[src/rtl/btn_irq_pkg.sv]
package btn_irq_pkg;
  localparam logic [7:0] ADDR_STATUS = 8'h00;
  localparam logic [7:0] ADDR_POL    = 8'h11;
  localparam int         ST_PRESS    = 0;
  localparam int         ST_READY    = 1;
  localparam int         ST_ERR_LSB  = 2;
endpackage

[src/rtl/btn_window_latch.sv]
module btn_window_latch #(
  parameter int N_CH = 4
) (
  input  logic            clk,
  input  logic            rst_n,
  input  logic            win_end,
  input  logic [N_CH-1:0] det,
  input  logic            raw_req,
  output logic [N_CH-1:0] btn_q,
  output logic            raw_q,
  output logic            first_press
);
  logic [N_CH-1:0] btn_d;
  logic            raw_d;

  always_comb begin
    btn_d = btn_q;
    raw_d = raw_q;
    if (win_end) begin
      raw_d = raw_req;
      btn_d = raw_req ? '0 : det;
    end
  end

  assign first_press = win_end && (btn_d != '0) && (btn_q == '0);

  always_ff @(posedge clk or negedge rst_n) begin
    if (!rst_n) begin
      btn_q <= '0;
      raw_q <= 1'b0;
    end else if (win_end) begin
      btn_q <= btn_d;
      raw_q <= raw_d;
    end
  end

  // outputs frozen between boundaries
  a_r2_hold_between: assert property (@(posedge clk) disable iff (!rst_n)
    !win_end |=> $stable(btn_q));
  // mode only moves at a boundary
  a_r9_mode_at_boundary: assert property (@(posedge clk) disable iff (!rst_n)
    !win_end |=> $stable(raw_q));
  // raw mode keeps the pins idle
  a_r8_raw_idle: assert property (@(posedge clk) disable iff (!rst_n)
    raw_q |-> (btn_q == '0));
endmodule

[src/rtl/status_sticky.sv]
module status_sticky #(
  parameter int ST_W = 5
) (
  input  logic            clk,
  input  logic            rst_n,
  input  logic [ST_W-1:0] set_vec,
  input  logic            clr,
  output logic [ST_W-1:0] st_q
);
  logic [ST_W-1:0] st_d;

  for (genvar i = 0; i < ST_W; i++) begin : g_bit
    always_comb begin
      st_d[i] = st_q[i];
      if (clr)        st_d[i] = 1'b0;
      if (set_vec[i]) st_d[i] = 1'b1;
    end

    always_ff @(posedge clk or negedge rst_n) begin
      if (!rst_n)                  st_q[i] <= 1'b0;
      else if (clr || set_vec[i])  st_q[i] <= st_d[i];
    end

    // a set in the read cycle survives the clear
    a_r10_set_wins: assert property (@(posedge clk) disable iff (!rst_n)
      set_vec[i] |=> st_q[i]);
    // only a read removes a flag
    a_r5_sticky_hold: assert property (@(posedge clk) disable iff (!rst_n)
      (st_q[i] && !clr) |=> st_q[i]);
  end
endmodule

[src/rtl/irq_polarity.sv]
module irq_polarity (
  input  logic clk,
  input  logic rst_n,
  input  logic pol_wr,
  input  logic pol_wbit,
  input  logic active,
  output logic pol_q,
  output logic irq_pin
);
  logic pol_d;

  always_comb begin
    pol_d = pol_q;
    if (pol_wr) pol_d = pol_wbit;
  end

  always_ff @(posedge clk or negedge rst_n) begin
    if (!rst_n)      pol_q <= 1'b0;
    else if (pol_wr) pol_q <= pol_d;
  end

  assign irq_pin = pol_q ? active : ~active;

  // polarity moves only on a write
  a_r1_pol_hold: assert property (@(posedge clk) disable iff (!rst_n)
    !pol_wr |=> $stable(pol_q));
endmodule

[src/rtl/btn_irq_reporter.sv]
module btn_irq_reporter
  import btn_irq_pkg::*;
#(
  parameter int N_CH   = 4,
  parameter int N_ERR  = 3,
  parameter int ADDR_W = 8,
  parameter int DATA_W = 8
) (
  input  logic              clk,
  input  logic              rst_n,
  input  logic              win_end,
  input  logic [N_CH-1:0]   det,
  input  logic              raw_req,
  input  logic              raw_rdy,
  input  logic [N_ERR-1:0]  err_evt,
  input  logic              reg_wr,
  input  logic              reg_rd,
  input  logic [ADDR_W-1:0] reg_addr,
  input  logic [DATA_W-1:0] reg_wdata,
  output logic [DATA_W-1:0] reg_rdata,
  output logic [N_CH-1:0]   btn_out,
  output logic              irq_pin
);
  localparam int ST_W = ST_ERR_LSB + N_ERR;

  logic            raw_q, first_press, st_clr, pol_wr, pol_q, irq_active;
  logic [ST_W-1:0] set_vec, st_q;
  logic [DATA_W-1:0] rdata_d;

  btn_window_latch #(.N_CH(N_CH)) u_win (
    .clk(clk), .rst_n(rst_n), .win_end(win_end), .det(det),
    .raw_req(raw_req), .btn_q(btn_out), .raw_q(raw_q),
    .first_press(first_press)
  );

  always_comb begin
    set_vec = '0;
    set_vec[ST_PRESS] = first_press;
    set_vec[ST_READY] = raw_rdy && raw_q;
    set_vec[ST_W-1:ST_ERR_LSB] = err_evt;
  end

  assign st_clr = reg_rd && (reg_addr == ADDR_W'(ADDR_STATUS));
  assign pol_wr = reg_wr && (reg_addr == ADDR_W'(ADDR_POL));

  status_sticky #(.ST_W(ST_W)) u_st (
    .clk(clk), .rst_n(rst_n), .set_vec(set_vec), .clr(st_clr), .st_q(st_q)
  );

  assign irq_active = (btn_out != '0) || st_q[ST_READY] ||
                      (st_q[ST_W-1:ST_ERR_LSB] != '0);

  irq_polarity u_irq (
    .clk(clk), .rst_n(rst_n), .pol_wr(pol_wr), .pol_wbit(reg_wdata[0]),
    .active(irq_active), .pol_q(pol_q), .irq_pin(irq_pin)
  );

  always_comb begin
    rdata_d = '0;
    if (reg_addr == ADDR_W'(ADDR_STATUS))   rdata_d = DATA_W'(st_q);
    else if (reg_addr == ADDR_W'(ADDR_POL)) rdata_d = DATA_W'(pol_q);
  end

  always_ff @(posedge clk or negedge rst_n) begin
    if (!rst_n)      reg_rdata <= '0;
    else if (reg_rd) reg_rdata <= rdata_d;
  end

  // any held button keeps the pin active
  a_r6_irq_with_button: assert property (@(posedge clk) disable iff (!rst_n)
    (btn_out != '0) |-> (irq_pin == pol_q));
  // an error activates the interrupt on the next cycle
  a_r7_err_irq: assert property (@(posedge clk) disable iff (!rst_n)
    ((err_evt != '0) && !pol_wr) |=> (irq_pin == pol_q));
endmodule

[config.mk]
export PLATFORM = sky130hd
export DESIGN_NAME = btn_irq_reporter
export DESIGN_NICKNAME = d
export VERILOG_FILES = /design/src/rtl/btn_irq_pkg.sv /design/src/rtl/btn_window_latch.sv /design/src/rtl/status_sticky.sv /design/src/rtl/irq_polarity.sv /design/src/rtl/btn_irq_reporter.sv
export SDC_FILE = /design/constraint.sdc
export NUM_CORES = 1
export LEC_CHECK = 0
export ABC_CLOCK_PERIOD_IN_PS = 2700
export BUFFER_PORTS_ARGS = -buffer_cell sky130_fd_sc_hd__buf_2
export CAP_MARGIN = 30
export CORE_ASPECT_RATIO = 1.1
export CORE_UTILIZATION = 47
export CTS_BUF_LIST = sky130_fd_sc_hd__clkbuf_4
export DETAILED_ROUTE_END_ITERATION = 8
export PLACE_DENSITY = 0.83
export SETUP_SLACK_MARGIN = 0.4
export SLEW_MARGIN = 10
export SYNTH_ARGS = -nofsm -noshare
export SYNTH_HDL_FRONTEND = slang
export SYNTH_SLANG_ARGS = --single-unit
[constraint.sdc]
create_clock -name clk -period 2.7 [get_ports clk]
set_clock_uncertainty 0.15 [all_clocks]
set_input_delay 0.54 -clock clk [delete_from_list [all_inputs] [get_ports clk]]
set_output_delay 0.54 -clock clk [all_outputs]
set_load 0.1 [all_outputs]
==> flow_metrics.env, run 1 <==
export IMPL_setup_viol=0
export IMPL_ys_warnings_count=0
export IMPL_period_minus_slack_ps=2310
export IMPL_routedWlPerCell_um=12.9
export IMPL_ys_seq_elements=16
export IMPL_whs_ps=-8.28
export IMPL_vias_per_cell=5.20
export IMPL_fin_setup_tns_ps=0
export IMPL_drt_iter0_markers=10
export IMPL_outcome="complete, but fails checks"
export IMPL_crit_path_cell_trace="nor4_4 -> nand2_2 -> xnor2_4 -> buf_12"
export IMPL_worst_r2r_endpoint="u_st.st_q[0]"
export IMPL_reg2reg_slack_ps=1390
export IMPL_max_freq_mhz=433
export IMPL_worstSkewPairLatency_ps=290
export IMPL_grt_antenna_before_repair=0
export IMPL_cp_start_kind="register"
export IMPL_required_ps=2010
export IMPL_yosysSeqAreaShare=0.538
export IMPL_fp_dieArea_um2=1750
export IMPL_critPathTopFamily="flip-flops"
export IMPL_violations="negative hold slack"
export IMPL_drive_above_1_share=0.472
export IMPL_firstDrtPassIters=4
export IMPL_grt_overflow_total=0
export IMPL_vias=634
export IMPL_ant_nets=0
export IMPL_grt_max_degree=17
export IMPL_cts_sinks=16
export IMPL_drc_errors=0
export IMPL_die_h_um=43.7
export IMPL_hold_class="in -> async"
export IMPL_rr_worst_depth=3
export IMPL_antenna_cells=0
export IMPL_endpoint_kind="output port"
export IMPL_routabilityCongestion=0.791
export IMPL_first_global_vias=607
export IMPL_power_density_nw_per_um2=512
export IMPL_hpwl_um=1210
export IMPL_clk_pin_slew_worst_paths_ps=100
export IMPL_cap_violations=0
export IMPL_max_stage_delay_ps=510
export IMPL_die_x_um=39.9
export IMPL_cts_tree="done"
export IMPL_placementRows=14
export IMPL_core_area_um2=1420
export IMPL_numCtsBuffers=3
export IMPL_root_buffer="clkbuf_4"
export IMPL_rsz0062_at_grt="true"
export IMPL_path_class="reg -> out"
export IMPL_wl_um=1580
export IMPL_start_util=0.525
export IMPL_crit_arrival_ps=1620
export IMPL_vdd_drop_max_mv=0.422
export IMPL_period_share=0.855
export IMPL_utilization=0.711
export IMPL_reg2reg_from="u_win.btn_q[0]"
export IMPL_io_pins=43
export IMPL_cts_max_path_buffers=2
export IMPL_synthCells=70
export IMPL_htreeDepth=1
export IMPL_cp_buffers_inverters=1
export IMPL_drv_slew=0
export IMPL_synth_cell_type_count=25
export IMPL_portBuffers=32
export IMPL_nNetsFinal=137
export IMPL_p_leak_nw=0.479
export IMPL_worst_path_max_fanout=3
export IMPL_critPathSlowestCell="dfrtp_4"
export IMPL_avgSynthCellArea_um2=10.6
export IMPL_area_delta_synth_final_pct=35.5
export IMPL_grt_util_all_layers=0.219
export IMPL_postCtsHoldBufs=0
export IMPL_syn_area_um2=744
export IMPL_hold_violations=16
export IMPL_grt_pass1_wl_um=2500
synthesized netlist by cell type:
cell type / instances / area share
nor4_1: 2 / 0.017
nand2_1: 9 / 0.045
nand3_2: 2 / 0.027
or4_1: 1 / 0.010
a21o_1: 3 / 0.030
o2111ai_1: 1 / 0.012
conb_1: 1 / 0.0050
buf_4: 3 / 0.030
o22ai_1: 4 / 0.034
nor4_4: 1 / 0.029
xnor2_1: 1 / 0.012
a22o_1: 1 / 0.012
nand3b_1: 1 / 0.010
nor3b_1: 1 / 0.010
inv_1: 9 / 0.045
o21ai_0: 5 / 0.034
clkbuf_1: 1 / 0.0050
and3_1: 2 / 0.017
mux2_2: 1 / 0.015
a32o_1: 1 / 0.013
dfrtp_1: 16 / 0.54
nor4_2: 1 / 0.017
mux2_4: 1 / 0.020
nor2_1: 1 / 0.0050
nor2b_1: 1 / 0.0084
final cells by class:
class | instances | area, µm²
multi-input cells | 43 | 328
repair buffers | 34 | 190
clock inverters | 1 | 3.75
flip-flops and latches | 16 | 410
inverters | 9 | 33.8
well taps | 16 | 20.0
fillers | 109 | 410
clock buffers | 3 | 22.5
registers in the layout, summed over array words and instances (netlist names):
register and cells:
u_win.raw_q 1, u_win.btn_q 4, u_st.st_q 5, u_irq.pol_q 1, reg_rdata 5
placed cells by master, fill, tap and decap left out, types with 3 or more instances in the layout:
cell / netlist / layout
conb_1: 1 / 3
o21ai_0: 5 / 5
clkbuf_4: 0 / 3
inv_1: 9 / 9
buf_2: 0 / 31
o22ai_1: 4 / 4
a21o_1: 3 / 3
nand2_1: 9 / 8
dfrtp_1: 16 / 12
per-layer routing:
| layer | vias up | part of all wire | global-route usage |
|---|---|---|---|
| met5 | - | 0 | 0 |
| met4 | 0 | 0.023 | 0.103 |
| met3 | 4 | 0.053 | 0.0462 |
| met2 | 25 | 0.51 | 0.348 |
| met1 | 295 | 0.41 | 0.277 |
| li1 | 310 | - | - |
power by group:
part	internal [W]	switching [W]	leakage [nW]
sequential	0.000250	0.00000909	0.186
clock	0.0000537	0.0000768	0.0154
combinational	0.0000357	0.0000912	0.278
total	0.000339	0.000177	0.479
what timing repair did:
action | CTS | global route
setup endpoints to repair | 1 | 1
gates resized for setup | 4 | 0
setup buffers | 1 | 1
pin swaps | 2 | 1
worst max path at each step:
stage,from,endpoint,slack [ps],cells past startpoint
after floorplan,u_win.btn_q[0],irq_pin,310,3
final,u_win.btn_q[0],irq_pin,390,4
after CTS,u_win.btn_q[1],irq_pin,400,4
after global placement,u_win.btn_q[0],irq_pin,500,4
after detailed placement,u_win.btn_q[0],irq_pin,470,4
after global routing,u_win.btn_q[0],irq_pin,340,4
worst register-to-register path: cells and delay by family, from the launching register on:
kind / cells / cell delay, ps
AO/OA/AOI/OAI: 1 / 140
buffers and inverters: 1 / 160
flip-flops: 1 / 510
AND/OR/NAND/NOR: 1 / 310
kinds of logic (layout without fill, tap and decap cells):
family          count (synthesis)  count (layout)  synth area share
flops                          16              16             0.538
simple gates                   22              22             0.195
mux                             2               2            0.0353
compound gates                 15              15             0.134
buf+inv                        13              47            0.0807
other cells                     1               3           0.00504
xor+xnor                        1               1            0.0118
through the flow:
stage,cells,area (µm²),setup WS [ps],power [W],hold slack (ps)
after floorplan,72,798,314,0.000350,94.4
after global placement,116,952,500,0.000380,309
after detailed placement,116,952,466,0.000383,318
after CTS,121,1000,404,0.000514,5.98
after global routing,122,1010,340,0.000537,15.9
final,122,1010,390,0.000516,-8.28
(Power assumes the default switching activity.)
==> inputs of run 2 (changes only) <==
--- a/config.mk
+++ b/config.mk
@@ -5,14 +5,14 @@
 export SDC_FILE = /design/constraint.sdc
 export NUM_CORES = 1
 export LEC_CHECK = 0
-export ABC_CLOCK_PERIOD_IN_PS = 2700
+export ABC_CLOCK_PERIOD_IN_PS = 2400
 export BUFFER_PORTS_ARGS = -buffer_cell sky130_fd_sc_hd__buf_2
 export CAP_MARGIN = 30
 export CORE_ASPECT_RATIO = 1.1
-export CORE_UTILIZATION = 47
+export CORE_UTILIZATION = 44
 export CTS_BUF_LIST = sky130_fd_sc_hd__clkbuf_4
 export DETAILED_ROUTE_END_ITERATION = 8
-export PLACE_DENSITY = 0.83
+export PLACE_DENSITY = 0.78
 export SETUP_SLACK_MARGIN = 0.4
 export SLEW_MARGIN = 10
 export SYNTH_ARGS = -nofsm -noshare
==> constraint.sdc (replaced) <==
create_clock -name clk -period 2.4 [get_ports clk]
set_clock_uncertainty 0.15 [all_clocks]
set_input_delay 0.48 -clock clk [delete_from_list [all_inputs] [get_ports clk]]
set_output_delay 0.48 -clock clk [all_outputs]
set_load 0.1 [all_outputs]
==> flow_metrics.env, run 2 (synthesis results as in run 1) <==
export IMPL_outcome="finished clean"
export IMPL_min_to="u_st.st_q[3]"
export IMPL_vias_per_cell=5.08
export IMPL_die_h_um=45.1
export IMPL_grt_util_all_layers=0.189
export IMPL_p_leak_nw=0.478
export IMPL_nFillCells=141
export IMPL_grt_antenna_before_repair=0
export IMPL_ant_nets=0
export IMPL_cap_violations=0
export IMPL_core_area_um2=1580
export IMPL_crit_arrival_ps=1560
export IMPL_crit_path_cell_trace="nor4_4 -> nand2_2 -> xnor2_4 -> buf_12"
export IMPL_endpoint_kind="output port"
export IMPL_hold_violations=0
export IMPL_nNetsFinal=137
export IMPL_reg_largest_list="reg_rdata x5, u_st.st_q x5, u_win.btn_q x4"
export IMPL_fin_setup_tns_ps=0
export IMPL_drc_errors=0
export IMPL_area_delta_synth_final_pct=36.8
export IMPL_fp_dieArea_um2=1860
export IMPL_drv_slew=0
export IMPL_final_common_cell="buf_2"
export IMPL_critPathSlowestCell="dfrtp_4"
export IMPL_rr_worst_depth=3
export IMPL_cts_tree="done"
export IMPL_pre_cts_ws_ps=439
export IMPL_wl_um=1440
export IMPL_clk_pin_slew_worst_paths_ps=90
export IMPL_multi_input_area_um2=334
export IMPL_seqCellArea_um2=410
export IMPL_firstDrtPassIters=1
export IMPL_vdd_drop_max_mv=0.335
export IMPL_grt_pass1_wl_um=2260
export IMPL_power_density_nw_per_um2=562
export IMPL_drive_above_1_share=0.472
export IMPL_mostFrequentLayoutCells="buf_2, dfrtp_1, inv_1"
export IMPL_routedWlPerCell_um=11.7
export IMPL_post_route_cell_area_um2=1020
export IMPL_vias=625
export IMPL_worstSkewPairLatency_ps=280
export IMPL_grt_max_degree=17
export IMPL_cts_max_path_buffers=2
export IMPL_dpl_cell_area_um2=968
export IMPL_drt_iter0_markers=0
export IMPL_critPathTopFamily="flip-flops"
export IMPL_numCtsBuffers=3
export IMPL_max_stage_delay_ps=500
export IMPL_reg2reg_from="u_irq.pol_q"
export IMPL_routabilityCongestion=0.689
export IMPL_io_pins=43
export IMPL_hp_start="err_evt[1]"
export IMPL_portBuffers=32
export IMPL_required_ps=1770
export IMPL_cp_start_kind="register"
export IMPL_period_minus_slack_ps=2190
export IMPL_htreeDepth=1
export IMPL_setup_viol=0
export IMPL_hpwl_um=1150
export IMPL_worst_path_max_fanout=2
export IMPL_max_freq_mhz=457
export IMPL_period_share=0.912
export IMPL_start_util=0.472
export IMPL_hold_class="in -> reg"
export IMPL_holdPathStages=2
export IMPL_rsz0062_at_grt="true"
export IMPL_path_class="reg -> out"
export IMPL_finalPower_w=0.000572
export IMPL_fin_ws_ps=211
export IMPL_first_global_vias=540
export IMPL_die_x_um=41.2
export IMPL_reg2reg_slack_ps=1190
export IMPL_grt_overflow_total=0
export IMPL_placementRows=15
export IMPL_worst_r2r_endpoint="reg_rdata[0]"
export IMPL_antenna_cells=0
export IMPL_cts_sinks=16
export IMPL_cp_buffers_inverters=1
export IMPL_root_buffer="clkbuf_4"
run 2: power by group:
| part | switching [W] | internal [W] | leakage, nW |
|---|---|---|---|
| clock network | 0.0000818 | 0.0000604 | 0.0154 |
| logic | 0.0000998 | 0.0000385 | 0.277 |
| registers | 0.0000107 | 0.000281 | 0.186 |
| total | 0.000192 | 0.000380 | 0.478 |
run 2: routing by layer:
metal / vias up / share of wire / global-route usage
met5: - / 0 / 0
met4: 0 / 0.028 / 0.116
met3: 4 / 0.070 / 0.0542
li1: 311 / - / -
met2: 28 / 0.48 / 0.272
met1: 282 / 0.42 / 0.244
run 2: final cells by class:
class | instances | share of cell area
Tap cell | 17 | 0.0209
Clock buffer | 3 | 0.0221
Clock inverter | 1 | 0.00369
Inverter | 9 | 0.0332
Timing Repair Buffer | 34 | 0.189
Sequential cell | 16 | 0.403
Multi-Input combinational cell | 43 | 0.328
run 2: worst reg2reg max path, delay by kind of cell, from the launching register on:
kind / cells / cell delay [ps]
compound gates: 2 / 270
flops: 1 / 460
simple gates: 1 / 210
run 2: repair_timing:
action	4_1_cts	5_1_grt
gates resized for setup	1	0
hold buffers	1	0
endpoints found under the hold margin	16	0
pin swaps	2	1
setup buffers	1	0
endpoints found under the setup margin	1	1
run 2: metrics by stage:
step | std cells | utilization | hold slack (ps)
4_1_cts | 123 | 0.646 | 210
2_1_floorplan | 72 | - | 34.4
6_report | 123 | 0.646 | 213
3_3_place_gp | 117 | 0.614 | 253
3_5_place_dp | 117 | 0.614 | 256
5_1_grt | 123 | 0.646 | 209
run 2: how the worst max path moves through the flow:
stage              startpoint  endpoint  cells past startpoint
4_1_cts        u_win.btn_q[1]   irq_pin                      4
3_3_place_gp   u_win.btn_q[0]   irq_pin                      4
6_report       u_win.btn_q[1]   irq_pin                      4
3_5_place_dp     u_st.st_q[1]   irq_pin                      4
2_1_floorplan  u_win.btn_q[0]   irq_pin                      3
5_1_grt        u_win.btn_q[1]   irq_pin                      4
==> inputs of run 3 (changes only) <==
--- a/config.mk
+++ b/config.mk
@@ -10,7 +10,7 @@
 export CAP_MARGIN = 30
 export CORE_ASPECT_RATIO = 1.1
 export CORE_UTILIZATION = 44
-export CTS_BUF_LIST = sky130_fd_sc_hd__clkbuf_4
+export CTS_BUF_LIST = sky130_fd_sc_hd__clkbuf_8
 export DETAILED_ROUTE_END_ITERATION = 8
 export PLACE_DENSITY = 0.78
 export SETUP_SLACK_MARGIN = 0.4
==> flow_metrics.env, run 3 (synthesis results as in run 1) <==
export IMPL_cts_sinks=16
export IMPL_nNetsFinal=137
export IMPL_hold_violations=0
export IMPL_path_class="reg -> out"
export IMPL_vias=615
export IMPL_cp_start_kind="register"
export IMPL_drive_above_1_share=0.481
export IMPL_hp_start="err_evt[2]"
export IMPL_critPathCapture="irq_pin"
export IMPL_p_leak_nw=0.492
export IMPL_ant_nets=0
export IMPL_fp_dieArea_um2=1860
export IMPL_worst_path_max_fanout=2
export IMPL_outcome="finished clean"
export IMPL_vias_per_cell=5.00
export IMPL_placementRows=15
export IMPL_grt_util_all_layers=0.189
export IMPL_cap_violations=0
export IMPL_mostFrequentLayoutCells="buf_2, dfrtp_1, inv_1"
export IMPL_first_global_vias=549
export IMPL_cts_max_path_buffers=2
export IMPL_vdd_drop_max_mv=0.533
export IMPL_cts_tree="done"
export IMPL_fin_setup_tns_ps=0
export IMPL_grt_pass1_wl_um=2290
export IMPL_setup_viol=0
export IMPL_drv_slew=0
export IMPL_die_x_um=41.2
export IMPL_die_h_um=45.1
export IMPL_max_freq_mhz=466
export IMPL_crit_arrival_ps=1520
export IMPL_antenna_cells=0
export IMPL_rr_worst_depth=3
export IMPL_area_delta_synth_final_pct=40.7
export IMPL_io_pins=43
export IMPL_multi_input_area_um2=334
export IMPL_rsz0062_at_grt="true"
export IMPL_finalPower_w=0.000665
export IMPL_wl_um=1430
export IMPL_drt_iter0_markers=2
export IMPL_hold_class="in -> reg"
export IMPL_reg_largest_list="reg_rdata x5, u_st.st_q x5, u_win.btn_q x4"
export IMPL_firstDrtPassIters=3
export IMPL_grt_overflow_total=0
export IMPL_nFillCells=134
export IMPL_endpoint_kind="output port"
export IMPL_root_buffer="clkbuf_8"
export IMPL_core_area_um2=1580
export IMPL_period_share=0.894
export IMPL_drc_errors=0
export IMPL_worst_r2r_endpoint="reg_rdata[0]"
export IMPL_startpoint="u_win.btn_q[1]"
export IMPL_start_util=0.472
export IMPL_required_ps=1770
export IMPL_grt_max_degree=17
export IMPL_routabilityCongestion=0.689
export IMPL_portBuffers=32
export IMPL_final_common_cell="buf_2"
export IMPL_reg2reg_from="u_irq.pol_q"
export IMPL_routedWlPerCell_um=11.6
export IMPL_clk_pin_slew_worst_paths_ps=60
export IMPL_power_density_nw_per_um2=635
export IMPL_worstSkewPairLatency_ps=250
export IMPL_numCtsBuffers=3
export IMPL_hpwl_um=1150
export IMPL_seqCellArea_um2=410
export IMPL_period_minus_slack_ps=2150
export IMPL_htreeDepth=1
export IMPL_grt_antenna_before_repair=0
export IMPL_reg2reg_slack_ps=1200
## run 3: layout make-up
cell class              count  share of cell area
inverters                   9              0.0323
flip-flops and latches     16               0.392
multi-input cells          43               0.319
repair buffers             34               0.184
well taps                  17              0.0203
clock buffers               4              0.0526
## run 3: per-stage QoR
step	hold WS, ps	cells	util	setup slack, ps	instance area [µm²]
final	256	123	0.664	254	1050
after global routing	255	123	0.664	173	1050
after CTS	256	123	0.664	230	1050
after detailed placement	256	117	0.614	439	968
after global placement	253	117	0.614	449	968
after floorplan	34.4	72	-	73.9	798
## run 3: report_power, final
group / switching (W) / internal [W]
combinational: 0.000100 / 0.0000383
clock: 0.0000887 / 0.000145
sequential: 0.0000106 / 0.000282
total: 0.000199 / 0.000465
## run 3: how the worst min path moves through the flow
stage / cells past startpoint / slack (ps) / endpoint
2_1_floorplan: 0 / 30 / reg_rdata[0]
3_3_place_gp: 1 / 250 / reg_rdata[2]
3_5_place_dp: 1 / 260 / reg_rdata[3]
4_1_cts: 2 / 260 / u_st.st_q[3]
5_1_grt: 2 / 260 / u_st.st_q[3]
6_report: 2 / 260 / u_st.st_q[4]
## run 3: worst max-delay path, stage by stage, from the launching register on
cell,delay (ps)
dfrtp_4,490
nor4_4,290
nand2_2,130
xnor2_4,170
buf_12,190
## run 3: metal layers
layer | up-vias | global-route usage | share of wire
li1 | 308 | - | -
met1 | 274 | 0.251 | 0.44
met2 | 29 | 0.266 | 0.47
met3 | 4 | 0.0542 | 0.079
met4 | 0 | 0.116 | 0.015
met5 | - | 0 | 0
## run 3: timing repair
action / CTS / global route
pin swaps: 2 / 0
hold buffers: 1 / 0
endpoints found under the setup margin: 1 / 1
resized for setup: 1 / 0
setup buffers: 1 / 0
endpoints found under the hold margin: 16 / 0
